$ cat config.mk
export PLATFORM = sky130hd
export DESIGN_NAME = dma_ring_channel
export DESIGN_NICKNAME = d
export VERILOG_FILES = /design/src/rtl/dma_ring_pkg.sv /design/src/rtl/dma_ring_regs.sv /design/src/rtl/dma_ring_seq.sv /design/src/rtl/dma_ring_channel.sv
export SDC_FILE = /design/constraint.sdc
export NUM_CORES = 1
export LEC_CHECK = 0
export BUFFER_PORTS_ARGS = -buffer_cell sky130_fd_sc_hd__buf_2
export CAP_MARGIN = 10
export CELL_PAD_IN_SITES_DETAIL_PLACEMENT = 1
export CELL_PAD_IN_SITES_GLOBAL_PLACEMENT = 1
export CORE_MARGIN = 4
export CORE_UTILIZATION = 40
export CTS_BUF_LIST = sky130_fd_sc_hd__clkbuf_8 sky130_fd_sc_hd__clkbuf_16
export DETAILED_ROUTE_END_ITERATION = 8
export PLACE_DENSITY = 0.76
export SLEW_MARGIN = 20
export SYNTH_ARGS = -nofsm -noshare
export SYNTH_HDL_FRONTEND = slang
export SYNTH_SLANG_ARGS = --single-unit
export TNS_END_PERCENT = 50
$ cat constraint.sdc
create_clock -name clk -period 3.9 [get_ports clk]
set_input_delay 0.195 -clock clk [delete_from_list [all_inputs] [get_ports clk]]
set_output_delay 0.195 -clock clk [all_outputs]
set_load 0.005 [all_outputs]
$ cat src/rtl/dma_ring_pkg.sv
package dma_ring_pkg;

   localparam int DESC_WORDS = 4;
   localparam int BEAT_W     = $clog2(DESC_WORDS);

   localparam logic [1:0] SEL_BASE = 2'd0;
   localparam logic [1:0] SEL_PTR  = 2'd1;
   localparam logic [1:0] SEL_CTRL = 2'd2;

   typedef enum logic [2:0] {
      PH_IDLE  = 3'd0,
      PH_FETCH = 3'd1,
      PH_CHECK = 3'd2,
      PH_READ  = 3'd3,
      PH_WRITE = 3'd4,
      PH_WBACK = 3'd5
   } dma_phase_e;

endpackage

$ cat src/rtl/dma_ring_regs.sv
module dma_ring_regs
   import dma_ring_pkg::*;
#(
   parameter int ADDR_W    = 32,
   parameter int DATA_W    = 32,
   parameter bit RDATA_REG = 1'b0
) (
   input  logic              clk,
   input  logic              rst_n,
   input  logic              reg_wr,
   input  logic [1:0]        reg_sel,
   input  logic [DATA_W-1:0] reg_wdata,
   output logic [DATA_W-1:0] reg_rdata,
   input  logic              busy,
   input  logic              ptr_ld,
   input  logic [ADDR_W-1:0] ptr_nxt,
   input  logic              en_clr,
   output logic [ADDR_W-1:0] base_q,
   output logic [ADDR_W-1:0] ptr_q,
   output logic              en_q
);

   logic              locked;
   logic [DATA_W-1:0] rd_next;

   assign locked = busy | en_q;

   always_ff @(posedge clk or negedge rst_n) begin
      if (!rst_n) begin
         base_q <= '0;
         ptr_q  <= '0;
         en_q   <= 1'b0;
      end else begin
         if (reg_wr && reg_sel == SEL_BASE && !locked)
            base_q <= reg_wdata[ADDR_W-1:0];
         if (ptr_ld)
            ptr_q <= ptr_nxt;
         else if (reg_wr && reg_sel == SEL_PTR && !locked)
            ptr_q <= reg_wdata[ADDR_W-1:0];
         if (en_clr)
            en_q <= 1'b0;
         else if (reg_wr && reg_sel == SEL_CTRL && reg_wdata[0])
            en_q <= 1'b1;
      end
   end

   always_comb begin
      rd_next = '0;
      case (reg_sel)
         SEL_BASE: rd_next = DATA_W'(base_q);
         SEL_PTR:  rd_next = DATA_W'(ptr_q);
         SEL_CTRL: rd_next = DATA_W'({busy, en_q});
         default:  rd_next = '0;
      endcase
   end

   generate
      if (RDATA_REG) begin : g_rd_flop
         logic [DATA_W-1:0] rd_q;
         always_ff @(posedge clk or negedge rst_n) begin
            if (!rst_n) rd_q <= '0;
            else        rd_q <= rd_next;
         end
         assign reg_rdata = rd_q;
      end else begin : g_rd_comb
         assign reg_rdata = rd_next;
      end
   endgenerate

endmodule

$ cat src/rtl/dma_ring_seq.sv
module dma_ring_seq
   import dma_ring_pkg::*;
#(
   parameter int ADDR_W    = 32,
   parameter int DATA_W    = 32,
   parameter int CNT_W     = 16,
   parameter int LAST_BIT  = 30,
   parameter int VALID_BIT = 31
) (
   input  logic              clk,
   input  logic              rst_n,
   input  logic              en,
   input  logic [ADDR_W-1:0] base_addr,
   input  logic [ADDR_W-1:0] ptr_addr,
   output logic              mem_req,
   output logic              mem_we,
   output logic [ADDR_W-1:0] mem_addr,
   output logic [DATA_W-1:0] mem_wdata,
   input  logic              mem_ready,
   input  logic [DATA_W-1:0] mem_rdata,
   output logic              ptr_ld,
   output logic [ADDR_W-1:0] ptr_nxt,
   output logic              en_clr,
   output logic              busy,
   output dma_phase_e        phase
);

   localparam int          WORD_BYTES = DATA_W / 8;
   localparam int          WB_SHIFT   = $clog2(WORD_BYTES);
   localparam logic [ADDR_W-1:0] STEP     = ADDR_W'(WORD_BYTES);
   localparam logic [ADDR_W-1:0] CTRL_OFF = ADDR_W'(2 * WORD_BYTES);
   localparam logic [ADDR_W-1:0] STRIDE   = ADDR_W'(DESC_WORDS * WORD_BYTES);
   localparam logic [DATA_W-1:0] VMASK    = DATA_W'(1) << VALID_BIT;
   localparam logic [BEAT_W-1:0] LAST_BEAT = BEAT_W'(DESC_WORDS - 1);

   dma_phase_e        state_q;
   logic [BEAT_W-1:0] beat_q;
   logic [ADDR_W-1:0] src_q;
   logic [ADDR_W-1:0] dst_q;
   logic [DATA_W-1:0] ctrl_q;
   logic [CNT_W-1:0]  cnt_q;
   logic [DATA_W-1:0] data_q;
   logic [ADDR_W-1:0] fetch_off;

   assign phase     = state_q;
   assign busy      = (state_q != PH_IDLE);
   assign fetch_off = ADDR_W'(beat_q) << WB_SHIFT;

   always_comb begin
      mem_req   = 1'b0;
      mem_we    = 1'b0;
      mem_addr  = '0;
      mem_wdata = '0;
      case (state_q)
         PH_FETCH: begin
            mem_req  = 1'b1;
            mem_addr = ptr_addr + fetch_off;
         end
         PH_READ: begin
            mem_req  = 1'b1;
            mem_addr = src_q;
         end
         PH_WRITE: begin
            mem_req   = 1'b1;
            mem_we    = 1'b1;
            mem_addr  = dst_q;
            mem_wdata = data_q;
         end
         PH_WBACK: begin
            mem_req   = 1'b1;
            mem_we    = 1'b1;
            mem_addr  = ptr_addr + CTRL_OFF;
            mem_wdata = ctrl_q & ~VMASK;
         end
         default: ;
      endcase
   end

   assign ptr_ld  = (state_q == PH_WBACK) && mem_ready;
   assign ptr_nxt = ctrl_q[LAST_BIT] ? base_addr : ptr_addr + STRIDE;
   assign en_clr  = (state_q == PH_CHECK) && !ctrl_q[VALID_BIT];

   always_ff @(posedge clk or negedge rst_n) begin
      if (!rst_n) begin
         state_q <= PH_IDLE;
         beat_q  <= '0;
         src_q   <= '0;
         dst_q   <= '0;
         ctrl_q  <= '0;
         cnt_q   <= '0;
         data_q  <= '0;
      end else begin
         case (state_q)
            PH_IDLE: begin
               beat_q <= '0;
               if (en) state_q <= PH_FETCH;
            end
            PH_FETCH: begin
               if (mem_ready) begin
                  case (beat_q)
                     BEAT_W'(0): src_q <= mem_rdata[ADDR_W-1:0];
                     BEAT_W'(1): dst_q <= mem_rdata[ADDR_W-1:0];
                     BEAT_W'(2): begin
                        ctrl_q <= mem_rdata;
                        cnt_q  <= mem_rdata[CNT_W-1:0];
                     end
                     default: ;
                  endcase
                  if (beat_q == LAST_BEAT) state_q <= PH_CHECK;
                  beat_q <= beat_q + 1'b1;
               end
            end
            PH_CHECK: begin
               if (!ctrl_q[VALID_BIT])  state_q <= PH_IDLE;
               else if (cnt_q == '0)    state_q <= PH_WBACK;
               else                     state_q <= PH_READ;
            end
            PH_READ: begin
               if (mem_ready) begin
                  data_q  <= mem_rdata;
                  state_q <= PH_WRITE;
               end
            end
            PH_WRITE: begin
               if (mem_ready) begin
                  src_q   <= src_q + STEP;
                  dst_q   <= dst_q + STEP;
                  cnt_q   <= cnt_q - 1'b1;
                  state_q <= (cnt_q == CNT_W'(1)) ? PH_WBACK : PH_READ;
               end
            end
            PH_WBACK: begin
               if (mem_ready) begin
                  beat_q  <= '0;
                  state_q <= PH_FETCH;
               end
            end
            default: state_q <= PH_IDLE;
         endcase
      end
   end

endmodule

$ cat src/rtl/dma_ring_channel.sv
module dma_ring_channel
   import dma_ring_pkg::*;
#(
   parameter int ADDR_W    = 32,
   parameter int DATA_W    = 32,
   parameter int CNT_W     = 16,
   parameter int LAST_BIT  = 30,
   parameter int VALID_BIT = 31,
   parameter bit RDATA_REG = 1'b0
) (
   input  logic              clk,
   input  logic              rst_n,
   input  logic              reg_wr,
   input  logic [1:0]        reg_sel,
   input  logic [DATA_W-1:0] reg_wdata,
   output logic [DATA_W-1:0] reg_rdata,
   output logic              mem_req,
   output logic              mem_we,
   output logic [ADDR_W-1:0] mem_addr,
   output logic [DATA_W-1:0] mem_wdata,
   input  logic              mem_ready,
   input  logic [DATA_W-1:0] mem_rdata
);

   localparam int WORD_BYTES = DATA_W / 8;

   generate
      if (DATA_W % 8 != 0 || (WORD_BYTES & (WORD_BYTES - 1)) != 0) begin : g_bad_data_w
         $error("DATA_W must be a power-of-two number of bytes");
      end
      if (ADDR_W > DATA_W || ADDR_W < 8) begin : g_bad_addr_w
         $error("ADDR_W must lie between 8 and DATA_W");
      end
      if (VALID_BIT >= DATA_W || LAST_BIT >= DATA_W || VALID_BIT == LAST_BIT) begin : g_bad_flags
         $error("flag bit positions must be distinct and inside the word");
      end
      if (CNT_W < 1 || CNT_W > LAST_BIT || CNT_W > VALID_BIT) begin : g_bad_cnt
         $error("count field must sit below both flag bits");
      end
   endgenerate

   logic              busy_w;
   logic              en_w;
   logic              en_clr_w;
   logic              ptr_ld_w;
   logic [ADDR_W-1:0] ptr_nxt_w;
   logic [ADDR_W-1:0] base_w;
   logic [ADDR_W-1:0] ptr_w;
   dma_phase_e        phase_w;

   dma_ring_regs #(
      .ADDR_W   (ADDR_W),
      .DATA_W   (DATA_W),
      .RDATA_REG(RDATA_REG)
   ) u_regs (
      .clk      (clk),
      .rst_n    (rst_n),
      .reg_wr   (reg_wr),
      .reg_sel  (reg_sel),
      .reg_wdata(reg_wdata),
      .reg_rdata(reg_rdata),
      .busy     (busy_w),
      .ptr_ld   (ptr_ld_w),
      .ptr_nxt  (ptr_nxt_w),
      .en_clr   (en_clr_w),
      .base_q   (base_w),
      .ptr_q    (ptr_w),
      .en_q     (en_w)
   );

   dma_ring_seq #(
      .ADDR_W   (ADDR_W),
      .DATA_W   (DATA_W),
      .CNT_W    (CNT_W),
      .LAST_BIT (LAST_BIT),
      .VALID_BIT(VALID_BIT)
   ) u_seq (
      .clk      (clk),
      .rst_n    (rst_n),
      .en       (en_w),
      .base_addr(base_w),
      .ptr_addr (ptr_w),
      .mem_req  (mem_req),
      .mem_we   (mem_we),
      .mem_addr (mem_addr),
      .mem_wdata(mem_wdata),
      .mem_ready(mem_ready),
      .mem_rdata(mem_rdata),
      .ptr_ld   (ptr_ld_w),
      .ptr_nxt  (ptr_nxt_w),
      .en_clr   (en_clr_w),
      .busy     (busy_w),
      .phase    (phase_w)
   );

endmodule

### After elaboration in Yosys (flattened, before gate mapping)

Cells that the tools add are included.

* input bits: 70
* bits in registers: 214

* multiplexer cells: 35
* add/sub/neg operators: 7
* reduce and logical (&&, ||, !) cells: 28
* equal/unequal tests: 20
* bitwise operators: 1

Operators by type and width (count)
* 32-bit 2-to-1 mux: 9
* 32-bit one-hot mux with 2 select lines: 3
* 32-bit one-hot mux with 4 select lines: 1
* 32-bit one-hot mux with 3 select lines: 1
* 32-bit by 3-bit adder with 32-bit output (second input constant): 2
* 16-bit 2-to-1 mux: 3
* 32-bit by 4-bit adder with 32-bit output: 1
* 32-bit by 4-bit adder with 32-bit output (second input constant): 1
* 32-bit by 5-bit adder with 32-bit output (second input constant): 1
* 16-bit one-hot mux with 2 select lines: 1
* 3-bit 2-to-1 mux: 9
* 3-bit one-hot mux with 6 select lines: 1
* 16-bit by 1-bit equality test with 1-bit output (second input constant): 1
* 16-bit logical NOT: 1
* 2-bit != test (second input constant): 8
* 16-bit by 1-bit subtractor with 16-bit output (second input constant): 1
* 4-bit AND reduction: 3
* 1-bit logical AND: 8
* 2-bit equality test (second input constant): 3
* 3-bit by 2-bit equality test with 1-bit output (second input constant): 2
* 3-bit equality test (second input constant): 2
* 2-bit one-hot mux with 3 select lines: 1
* 3-bit AND reduction: 2
* 6-bit AND reduction: 1
* 15 further kinds: 25

### Longest topological paths before layout

Gate-level depths: netlist of run 1.

* depth after elaboration: 6
* mapped depth: 8
* depth with buffers taken out: 7

### Cells and area by module

From an unflattened synthesis of run 1, not the netlist that was laid out.

* cells, all modules: 1667
* area total of the unflattened synthesis: 14353.8 um2

Modules (own cells, without submodules)
* dma_ring_seq: area an instance 10930.5 um2, cells an instance 1392, instances 1
* dma_ring_regs: area an instance 3423.3 um2, cells an instance 275, instances 1

### Worst setup path before layout of run 1

Ideal clock, no wire load.

* kind: register -> register
* start point: reg u_regs.ptr_q[4]
* end point: reg u_regs.ptr_q[26]
* data required time: 3.772 ns
* cell stages (with the launch flop): 8
* arrival time: 2.188 ns
* library setup time: 0.128 ns
* setup slack: 1.584 ns
* cells stage by stage: dfrtp_1 -> ha_1 -> nand2_1 -> or4_4 -> buf_6 -> or4_4 -> a21oi_2 -> nor3_1

* longest elaborated chain between the ends: 3

RTL lines
* start: declaration: line dma_ring_regs.sv:19 `output logic [ADDR_W-1:0] ptr_q,`
* start signal: assignment: line dma_ring_regs.sv:37 `ptr_q <= ptr_nxt;`
* start signal: assignment: line dma_ring_regs.sv:39 `ptr_q <= reg_wdata[ADDR_W-1:0];`
* 32-bit by 5-bit adder with 32-bit output: line dma_ring_seq.sv:80 `assign ptr_nxt = ctrl_q[LAST_BIT] ? base_addr : ptr_addr + STRIDE;`
* 32-bit 2-to-1 mux: line dma_ring_seq.sv:80
* 32-bit 2-to-1 mux: line dma_ring_regs.sv:36 `if (ptr_ld)`

Every way passes these cells.
A chain may end at the register's enable or synchronous reset.

### Worst setup path after layout of run 1

* start point: reg u_regs.ptr_q[3]
* end point: out mem_addr[17]

* longest elaborated chain between the ends: 2

RTL lines
* 32-bit by 4-bit adder with 32-bit output (on tied branches): line dma_ring_seq.sv:72, dma_ring_seq.sv:57
* 32-bit one-hot mux with 4 select lines *: line dma_ring_seq.sv:54 `case (state_q)`
* end: declaration: line dma_ring_channel.sv:19 `output logic [ADDR_W-1:0] mem_addr,`

Every way passes the cells marked *; elsewhere a longest branch is shown, timed or not.

==> results of run 1 <==
==> cell usage after synthesis (28+ instances only) <==
cell type / number
a22o_1: 37
xor2_1: 28
a21oi_1: 112
nor2_1: 123
clkbuf_1: 88
mux2i_1: 48
nand3_1: 51
mux2_2: 95
inv_1: 28
o21ai_0: 116
dfrtp_1: 214
nand2_1: 124
a22oi_1: 30
nand4_1: 37
nor3_1: 29
==> through the flow <==
step	worst slack [ns]	hold WS (ns)	std cells
3_3_place_gp	1.15	0.395	2034
4_1_cts	0.500	0.000567	2141
2_1_floorplan	1.58	-0.101	1519
6_report	0.432	0.0139	2141
3_5_place_dp	1.12	0.402	2034
5_1_grt	0.237	0.00766	2141
==> layout make-up <==
| cell class | instances | share of cell area |
|---|---|---|
| clock buffers | 29 | 0.0426 |
| clock inverters | 19 | 0.0136 |
| inverters | 28 | 0.00648 |
| multi-input cells | 1143 | 0.466 |
| flip-flops and latches | 214 | 0.330 |
| well taps | 448 | 0.0345 |
| repair buffers | 260 | 0.106 |
==> power groups by stage <==
stage	clock network, mW	logic, mW	registers [mW]
5_1_grt	2.76	5.05	4.87
3_3_place_gp	0	4.33	4.60
4_1_cts	2.65	4.57	4.66
6_report	2.62	4.60	4.72
2_1_floorplan	0	3.32	3.93
3_5_place_dp	0	4.48	4.68
==> cells in the final DEF (no fill, tap or decap), types with 8 or more instances in the layout <==
master,netlist,routed
nor4_1,20,18
and2_1,8,8
nor3_1,29,29
ha_1,13,13
o22a_1,19,19
nand4_1,37,37
dfrtp_1,214,214
a22oi_1,30,30
o211ai_1,18,18
inv_1,28,31
a21oi_1,112,111
and4_1,13,13
mux2_2,95,95
buf_4,2,31
a31oi_1,26,26
xnor2_1,21,21
nor3b_1,9,8
o22ai_1,15,15
nand3_1,51,50
and3_1,15,15
dlygate4sd3_1,0,59
xor2_1,28,28
nand2b_1,10,10
o21ai_0,116,116
nor2_1,123,122
clkbuf_16,0,26
nand2_1,124,124
buf_2,26,166
a22o_1,37,37
or4_1,8,8
mux2i_1,48,48
==> state kept, by name, summed over array words and instances (netlist names) <==
| register | cells |
|---|---|
| u_regs.base_q | 32 |
| u_seq.src_q | 32 |
| u_seq.cnt_q | 16 |
| u_seq.ctrl_q | 32 |
| u_seq.dst_q | 32 |
| u_seq.data_q | 32 |
| u_seq.phase | 3 |
| u_regs.ptr_q | 32 |
| u_regs.en_q | 1 |
| u_seq.beat_q | 2 |
==> worst reg2reg max path, delay by kind of cell (launching register included) <==
family | cells | cell delay (ns)
and+or+nand+nor | 2 | 1.35
AOI/OAI and AO/OA | 3 | 0.76
DFF | 1 | 0.58
==> logic make-up (layout without fill, tap and decap cells) <==
group,Yosys count,after routing
and+or+nand+nor,478,478
AOI/OAI and AO/OA,458,458
DFF,214,214
buffers and inverters,162,336
muxes,144,144
xor gates and xnor gates,49,49
adders and majority gates,14,14
==> path summary, 6_finish.rpt <==
kind	from	end	slack, ns	depth (start not counted)
max	u_regs.ptr_q[3]	mem_addr[17]	0.43	7
min	mem_rdata[24]	u_seq.data_q[24]	0.01	2
max reg2reg	u_seq.phase[0]	u_regs.ptr_q[22]	1.09	5
min reg2reg	u_seq.src_q[1]	u_seq.src_q[1]	0.48	2
max in group asynchronous	rst_n	u_regs.base_q[9]	2.64	3
min in group asynchronous	rst_n	u_seq.data_q[9]	0.33	2
==> repair_timing <==
| action | CTS | global route |
|---|---|---|
| resized for setup | 0 | 0 |
| hold buffers | 59 | 0 |
| hold endpoints to repair | 211 | 0 |
==> per-layer routing <==
metal  global-route usage  up-vias
met5                    0        -
met4               0.0869        0
met3               0.0318       99
met2                0.459      477
met1                0.377     6863
li1                     -     5950
==> run metrics, run 1 <==
status finished, final reports clean; final setup violation count 0; Die Footprint 0.0369 mm2; dpl hpwl 36.1 mm; Vias per Instance roughly 6.3; VDD IR max 370 uV; Post-Syn Area 0.0135 mm2; main combinational cell family by area after synthesis compound AO/OA/AOI/OAI gates; final instance area 0.0162 mm2; # DRC 0; gp weighted congestion 0.945; worst min path class input port to flip-flop; Global Route Usage Sum 0.276; CTS Buffer Depth 3; final wirelength slightly above 50 mm; CP Buf/Inv Count 1; clock power share 0.219; Clk pin slew, worst setup/hold paths 0.06 ns; Starting Density 0.405; WS Path Type flip-flop to output port; Pint 6.87 mW; Mapped Nets 1603; Synth Area in Simple Gates 0.176; crit start category flip-flop; TritonCTS buffer count 26; Fmax 288 MHz; Multi-input gate area roughly 0.0076 mm2; Leak 6.84 nW; Post-Synthesis Cells 1519; first-pass GRT wire length a little over 80 mm; Fin. Hold Viols 0; Syn. warnings 0; synth top area cells dfrtp_1 40%, mux2_2 7.9%, o21ai_0 4.3%; DRT iter0 DRCs 1005; Sink Count around 210; CTS tree built; layout cells sized above 1 0.215; asr flop ratio synth 1.00; Synth top area share 0.395; min Tclk post-route 3.47 ns; FP Rows 67; DP Area 0.0147 mm2; Clk Latency, worst-skew pair between 0.5 and 0.6 ns; wire length on met3 roughly 2.9 mm; Final TNS setup 0 ns; initial antenna violation count 0; P&R area growth vs syn 19.8%; Post-CTS Setup Bufs 0; fillcell total 3869; via count 13400; Synth Area in Adders 0.0135; PD cells 735 mW/mm2; crit-path leading delay family simple AND/OR/NAND/NOR gates; total power around 12 mW; Seq pwr share 0.396; Post-synth EDFFs 0; Yosys reg bits 214; Mapped Avg Cell Area 8.92 um2; PortBufs 167; met1 wire length 22.5 mm; Antenna Cells 0; Yosys cell types 74; Die Y 192 um; leading area contributor after synthesis dfrtp_1; Final ANT Viol Nets 0; Worst-Margin Slew 0.987 ns; XOR/XNOR share of the synthesized area 0.0317; Final Max Slew Viols 0; sequential area share after synthesis 0.395; Root Buffer clkbuf_16; critical-path cell list ha_1 > a21oi_1 > nor4_1 > nor2b_1 > xnor2_1 > o21ai_0 > buf_2; worst-path fanout max 8; Req. time, crit path 3.70 ns; Final Cycle Share 0.889; RSZ-0062 raised after global routing false; drt wl/cell around 24 um; ys flop type dfrtp_1; combinational power share 0.385; switching pwr 5.06 mW; CP endpoint kind output port; Worst path max stage delay 0.75 ns; Clock Skews between 0.01 and 0.015 ns; total area of sequential cells between 0.005 and 0.006 mm2; pin count of the biggest net entering global routing 124; CP arrival 3.27 ns; nets 1757; Met2 Wirelength 25.0 mm; mux share of post-synthesis cell area 0.115; vias in the first global route 13700; Max-slew headroom 0.342; Sw Share 0.424; Slowest cell on crit path nor4_1; H-Tree Depth 1; Final Util 0.485; Overflow after GRT 0; Top Ports 168; top sig layer met4; die extent in x between 150 and 200 um; CORE AREA 0.0334 mm2; max cap viols 0; DR pass1 iterations 5; compound-cell area share of the yosys netlist 0.220
Power figures use the tool's default switching activity.
==> run 2: changes to the inputs <==
--- a/config.mk
+++ b/config.mk
@@ -14,5 +14,7 @@
 export CTS_BUF_LIST = sky130_fd_sc_hd__clkbuf_8 sky130_fd_sc_hd__clkbuf_16
 export DETAILED_ROUTE_END_ITERATION = 8
+export GPL_TIMING_DRIVEN = 0
 export PLACE_DENSITY = 0.76
+export SETUP_SLACK_MARGIN = 0.15
 export SLEW_MARGIN = 20
 export SYNTH_ARGS = -nofsm -noshare
==> constraint.sdc (replaced) <==
create_clock -name clk -period 3.9 [get_ports clk]
set_input_delay 0 -clock clk [delete_from_list [all_inputs] [get_ports clk]]
set_output_delay 0 -clock clk [all_outputs]
set_load 0.005 [all_outputs]
==> run metrics, run 2 (synthesis gave the netlist of run 1 again) <==
status finished, final reports clean; DP Area approximately 0.015 mm2; TritonCTS buffer count 26; VDD IR max 381 uV; CTS Buffer Depth 3; initial antenna violation count 0; PD cells approximately 730 mW/mm2; CTS tree built; final wirelength 61.0 mm; hold_buf cts between 60 and 70; Final ANT Viol Nets 0; Clk Latency, worst-skew pair between 0.5 and 0.6 ns; drt wl/cell 27.1 um; Fin. Hold Viols 0; Req. time, crit path ~3.9 ns; Final Cycle Share 0.917; Antenna Cells 0; DRT iter0 DRCs 1355; CORE AREA 0.0334 mm2; commonest non-fill, non-tap cells in the layout 214 x dfrtp_1, 191 x buf_2, 124 x nand2_1, 123 x nor2_1, 116 x o21ai_0; commonest non-fill, non-tap cell in the layout dfrtp_1; Final Max Slew Viols 0; total power roughly 12 mW; final instance area 0.0165 mm2; # DRC 0; Clock Skews 0.0217 ns; RSZ-0062 raised after global routing false; min Tclk post-route 3.58 ns; Global Route Usage Sum 0.322; crit start category flip-flop; worst min path class input port to asynchronous set/reset pin; nets 1866; WS Path Type flip-flop to output port; crit-path leading delay family buffers and inverters; final setup violation count 0; PortBufs roughly 170; Die Y 192 um; Root Buffer clkbuf_16; dpl hpwl about 44 mm; H-Tree Depth 1; CP endpoint kind output port; fillcell total about 4000; Die Footprint 0.0369 mm2; CTS resizes 0; Starting Density 0.405; Slowest cell on crit path buf_1; DR pass1 iterations 5; Fmax 280 MHz; Clk pin slew, worst setup/hold paths around 0.070 ns; Worst-Margin Slew 1.08 ns; critical-path cell list buf_2 > nor3b_1 > clkbuf_1 > buf_2 > buf_1 > a22o_1 > buf_2; pin count of the biggest net entering global routing 91; Sink Count 214; CP Buf/Inv Count 5; Overflow after GRT 0; P&R area growth vs syn 21.9%; worst-path fanout max 10; die extent in x ~190 um; FP Rows 67; via count approximately 14000; Vias per Instance approximately 6.4; Max-slew headroom 0.282; Top Ports 168; layout cells sized above 1 0.194; gp weighted congestion about 0.95; CP arrival 3.58 ns; CP most frequent cell buf_2; Leak 6.97 nW; Post-CTS Setup Bufs 0; max cap viols 0; Worst path max stage delay 0.59 ns; vias in the first global route 14800; first-pass GRT wire length roughly 90 mm; Final TNS setup 0 ns
[run 2: cell types whose count changed in the layout (fill, tap and decap cells not counted), moves of 3 or more]
cell	change
clkbuf_1	+88
buf_4	-29
buf_2	+25
buf_1	+16
inv_1	+8
dlygate4sd3_1	+7
bufinv_16	-4
clkinv_2	-4
buf_12	-3
buf_16	+3
[run 2: worst reg2reg max path: cells and delay by family (launching register included)]
kind	cells	cell delay [ns]
buffers and inverters	3	1.72
AOI/OAI and AO/OA	2	0.31
DFF	1	0.48
and+or+nand+nor	3	0.62
[run 2: path summary, 6_finish.rpt]
check	from	to	slack, ns	cells after the start
setup / recovery	u_seq.phase[2]	mem_wdata[1]	0.32	7
setup reg to reg	u_seq.phase[1]	u_seq.cnt_q[1]	0.68	8
min in group clk	mem_ready	u_seq.src_q[21]	0.13	3
max in group asynchronous	rst_n	u_regs.base_q[17]	3.35	3
hold reg to reg	u_seq.src_q[1]	u_seq.src_q[1]	0.49	2
hold / removal	rst_n	u_seq.data_q[7]	0.04	3
[run 2: cell type report]
cell class,instances,area [um2],area share
buffer,134,552,0.0334
clock buffer,32,733,0.0444
clock inverter,14,67.6,0.00409
inverter,28,105,0.00636
multi-input combinational,1143,7560,0.458
sequential,214,5360,0.324
tap,448,561,0.0339
timing repair buffer,235,1580,0.0959
[run 2: per-layer routing]
| metal | share of wire | GRT usage | up-vias | wire [um] |
|---|---|---|---|---|
| li1 | - | - | 6174 | - |
| met1 | 0.43 | 0.447 | 7479 | 26400 |
| met2 | 0.46 | 0.513 | 654 | 27800 |
| met3 | 0.074 | 0.0531 | 130 | 4520 |
| met4 | 0.037 | 0.112 | 0 | 2250 |
| met5 | 0 | 0 | - | 0 |
[run 2: report_power, final]
group          internal, mW  switching (mW)  total [mW]
Clock                  1.32            1.04        2.35
Combinational          2.13            3.20        5.33
Sequential             3.27            1.12        4.39
[run 2: through the flow]
step,utilization,worst slack [ns],hold WS (ns),instances
finish,0.494,0.322,0.0392,2248
global route,0.494,0.197,0.0648,2248
CTS,0.493,0.337,0.0506,2248
detailed placement,0.449,0.803,-0.0503,2135
global placement,0.446,-1.13,0.239,2132
floorplan,-,1.58,-0.296,1519
==> run 3: changes to the inputs <==
- CELL_PAD_IN_SITES_GLOBAL_PLACEMENT: 1 -> 2
- CORE_UTILIZATION: 40 -> 39
- PLACE_DENSITY: 0.76 -> 0.89
- SYNTH_HIERARCHICAL: unset -> 1
==> run metrics, run 3 <==
H-Tree Depth 1; Clock Skews 0.0262 ns; Post-Syn Area ~0.014 mm2; VDD IR max 434 uV; Sink Count ~210; Clk pin slew, worst setup/hold paths 0.07 ns; Final Max Slew Viols 0; Syn. warnings 6; ys flop type dfrtp_1; via count 14900; vias in the first global route 15500; crit start category flip-flop; status finished, final reports clean; DRT iter0 DRCs between 1000 and 1500; Mapped Nets 1751; CTS tree built; Starting Density 0.394; max cap viols 0; P&R area growth vs syn 21.4%; Synth top area share 0.373; drt wl/cell around 26 um; Req. time, crit path 4.33 ns; synth top area cells dfrtp_1 37%, mux2i_1 6.1%, nand2_1 6.0%; Post-synth EDFFs 0; die extent in x 200 um; first-pass GRT wire length ~96 mm; final setup violation count 0; Mapped Avg Cell Area 8.61 um2; Die Footprint between 0.03 and 0.04 mm2; count leader, synth nand2_1; Fin. Hold Viols 0; Final ANT Viol Nets 0; commonest non-fill, non-tap cell in the layout nand2_1; Worst-Margin Slew 1.07 ns; Yosys reg bits 214; dpl hpwl 46.5 mm; Post-Synthesis Cells 1667; FP Rows 70; initial antenna violation count 1; layout cells sized above 1 0.180; CP arrival 4.01 ns; CTS Buffer Depth 3; CP endpoint kind flip-flop; Overflow after GRT 0; DR pass1 iterations 5; Root Buffer clkbuf_16; min Tclk post-route 3.58 ns; nets 2016; Fmax 280 MHz; gp weighted congestion ~0.93; Vias per Instance between 6 and 7; commonest non-fill, non-tap cells in the layout 230 x nand2_1, 214 x dfrtp_1, 185 x buf_2, 153 x nor2_1, 105 x o21ai_0; pin count of the biggest net entering global routing between 90 and 100; Final TNS setup 0 ns; Cells after DPL 2302; worst-path fanout max 10; PortBufs around 170; Final Cycle Share 0.917; Antenna Cells 0; # DRC 0; TritonCTS buffer count 27; sequential area share after synthesis 0.373; asr flop ratio synth 1.00; PD cells approximately 710 mW/mm2; Global Route Usage Sum 0.314; Leak 7.49 nW; Post-CTS Setup Bufs 0; RSZ-0062 raised after global routing false; leading area contributor after synthesis dfrtp_1; Clk Latency, worst-skew pair 0.57 ns; final wirelength around 64 mm; Max-slew headroom 0.282; Non-Filler Instances 2419; Die Y ~200 um; worst min path class input port to flip-flop; Yosys cell types 78; Top Ports ~170; WS Path Type flip-flop to flip-flop; CORE AREA 0.0364 mm2; commonest cells in the synthesized netlist 230 x nand2_1, 214 x dfrtp_1, 153 x nor2_1, 105 x o21ai_0, 89 x clkbuf_1
==> run 3: metal layers <==
layer / vias to the layer above / track usage / wire length, um
li1: 6595 / - / -
met2: 611 / 0.523 / 30200
met4: 2 / 0.147 / 3420
met5: - / 0 / 11
met3: 159 / 0.0440 / 4150
met1: 7488 / 0.405 / 26300
==> run 3: worst max-delay path: stages (launching register included) <==
cell      delay (ns)
dfrtp_1         0.48
clkbuf_1        0.37
nand3b_1        0.44
clkbuf_1        0.59
nor2_1          0.08
clkbuf_1        0.24
nor2b_1         0.16
buf_2           0.25
buf_1           0.52
nand3_1         0.16
o21ai_0         0.16
==> run 3: cells by family (layout without fill, tap and decap cells) <==
family                     after synthesis  in the layout  share of synthesized area
and+or+nand+nor                        693            693                      0.234
AOI/OAI and AO/OA                      379            379                      0.174
DFF                                    214            214                      0.373
muxes                                  157            157                      0.123
buffers and inverters                  152            436                     0.0478
xor gates and xnor gates                58             58                     0.0354
adders and majority gates               14             14                     0.0127
==> run 3: cell type report <==
class	instances	area (um2)
flip-flops and latches	214	5360
well taps	468	586
fillers	4333	19000
inverters	14	52.6
clock buffers	33	758
plain buffers	138	636
repair buffers	236	1590
multi-input cells	1301	8330
clock inverters	15	115
==> run 3: worst paths after layout <==
| path | start | end | slack, ns | cells after the start |
|---|---|---|---|---|
| max | u_seq/phase[1] | u_regs/ptr_q[17] | 0.32 | 10 |
| min | reg_sel[0] | u_regs/ptr_q[31] | 0.06 | 3 |
| max reg2reg | u_seq/phase[1] | u_regs/ptr_q[17] | 0.32 | 10 |
| min reg2reg | u_seq/ctrl_q[3] | u_seq/ctrl_q[3] | 0.48 | 2 |
| max in group asynchronous | rst_n | u_seq/dst_q[11] | 2.37 | 5 |
| min in group asynchronous | rst_n | u_regs/ptr_q[13] | 0.44 | 3 |
==> run 3: power by group <==
part	leakage (nW)	switching (mW)	internal (mW)	total [mW]
logic	4.43	3.23	2.23	5.45
registers	2.61	1.24	3.23	4.48
clock network	0.454	1.07	1.44	2.51
total	7.49	5.54	6.91	12.4
==> run 3: repair_timing <==
| item | 4_1_cts | 5_1_grt |
|---|---|---|
| endpoints found under the hold margin | 314 | 0 |
| hold buffers | 69 | 0 |
| gates resized for setup | 2 | 2 |
| endpoints found under the setup margin | 12 | 18 |
==> run 3: through the flow <==
stage	instance area [um2]	worst slack [ns]	util	hold slack, ns	power [mW]
floorplan	14400	1.32	-	-0.296	7.44
global placement	15800	-1.11	0.433	0.246	9.42
detailed placement	15800	0.410	0.434	-0.0339	9.68
CTS	17400	0.242	0.478	0.0387	12.3
global route	17400	0.219	0.478	0.0687	13.2
finish	17400	0.323	0.478	0.0634	12.4
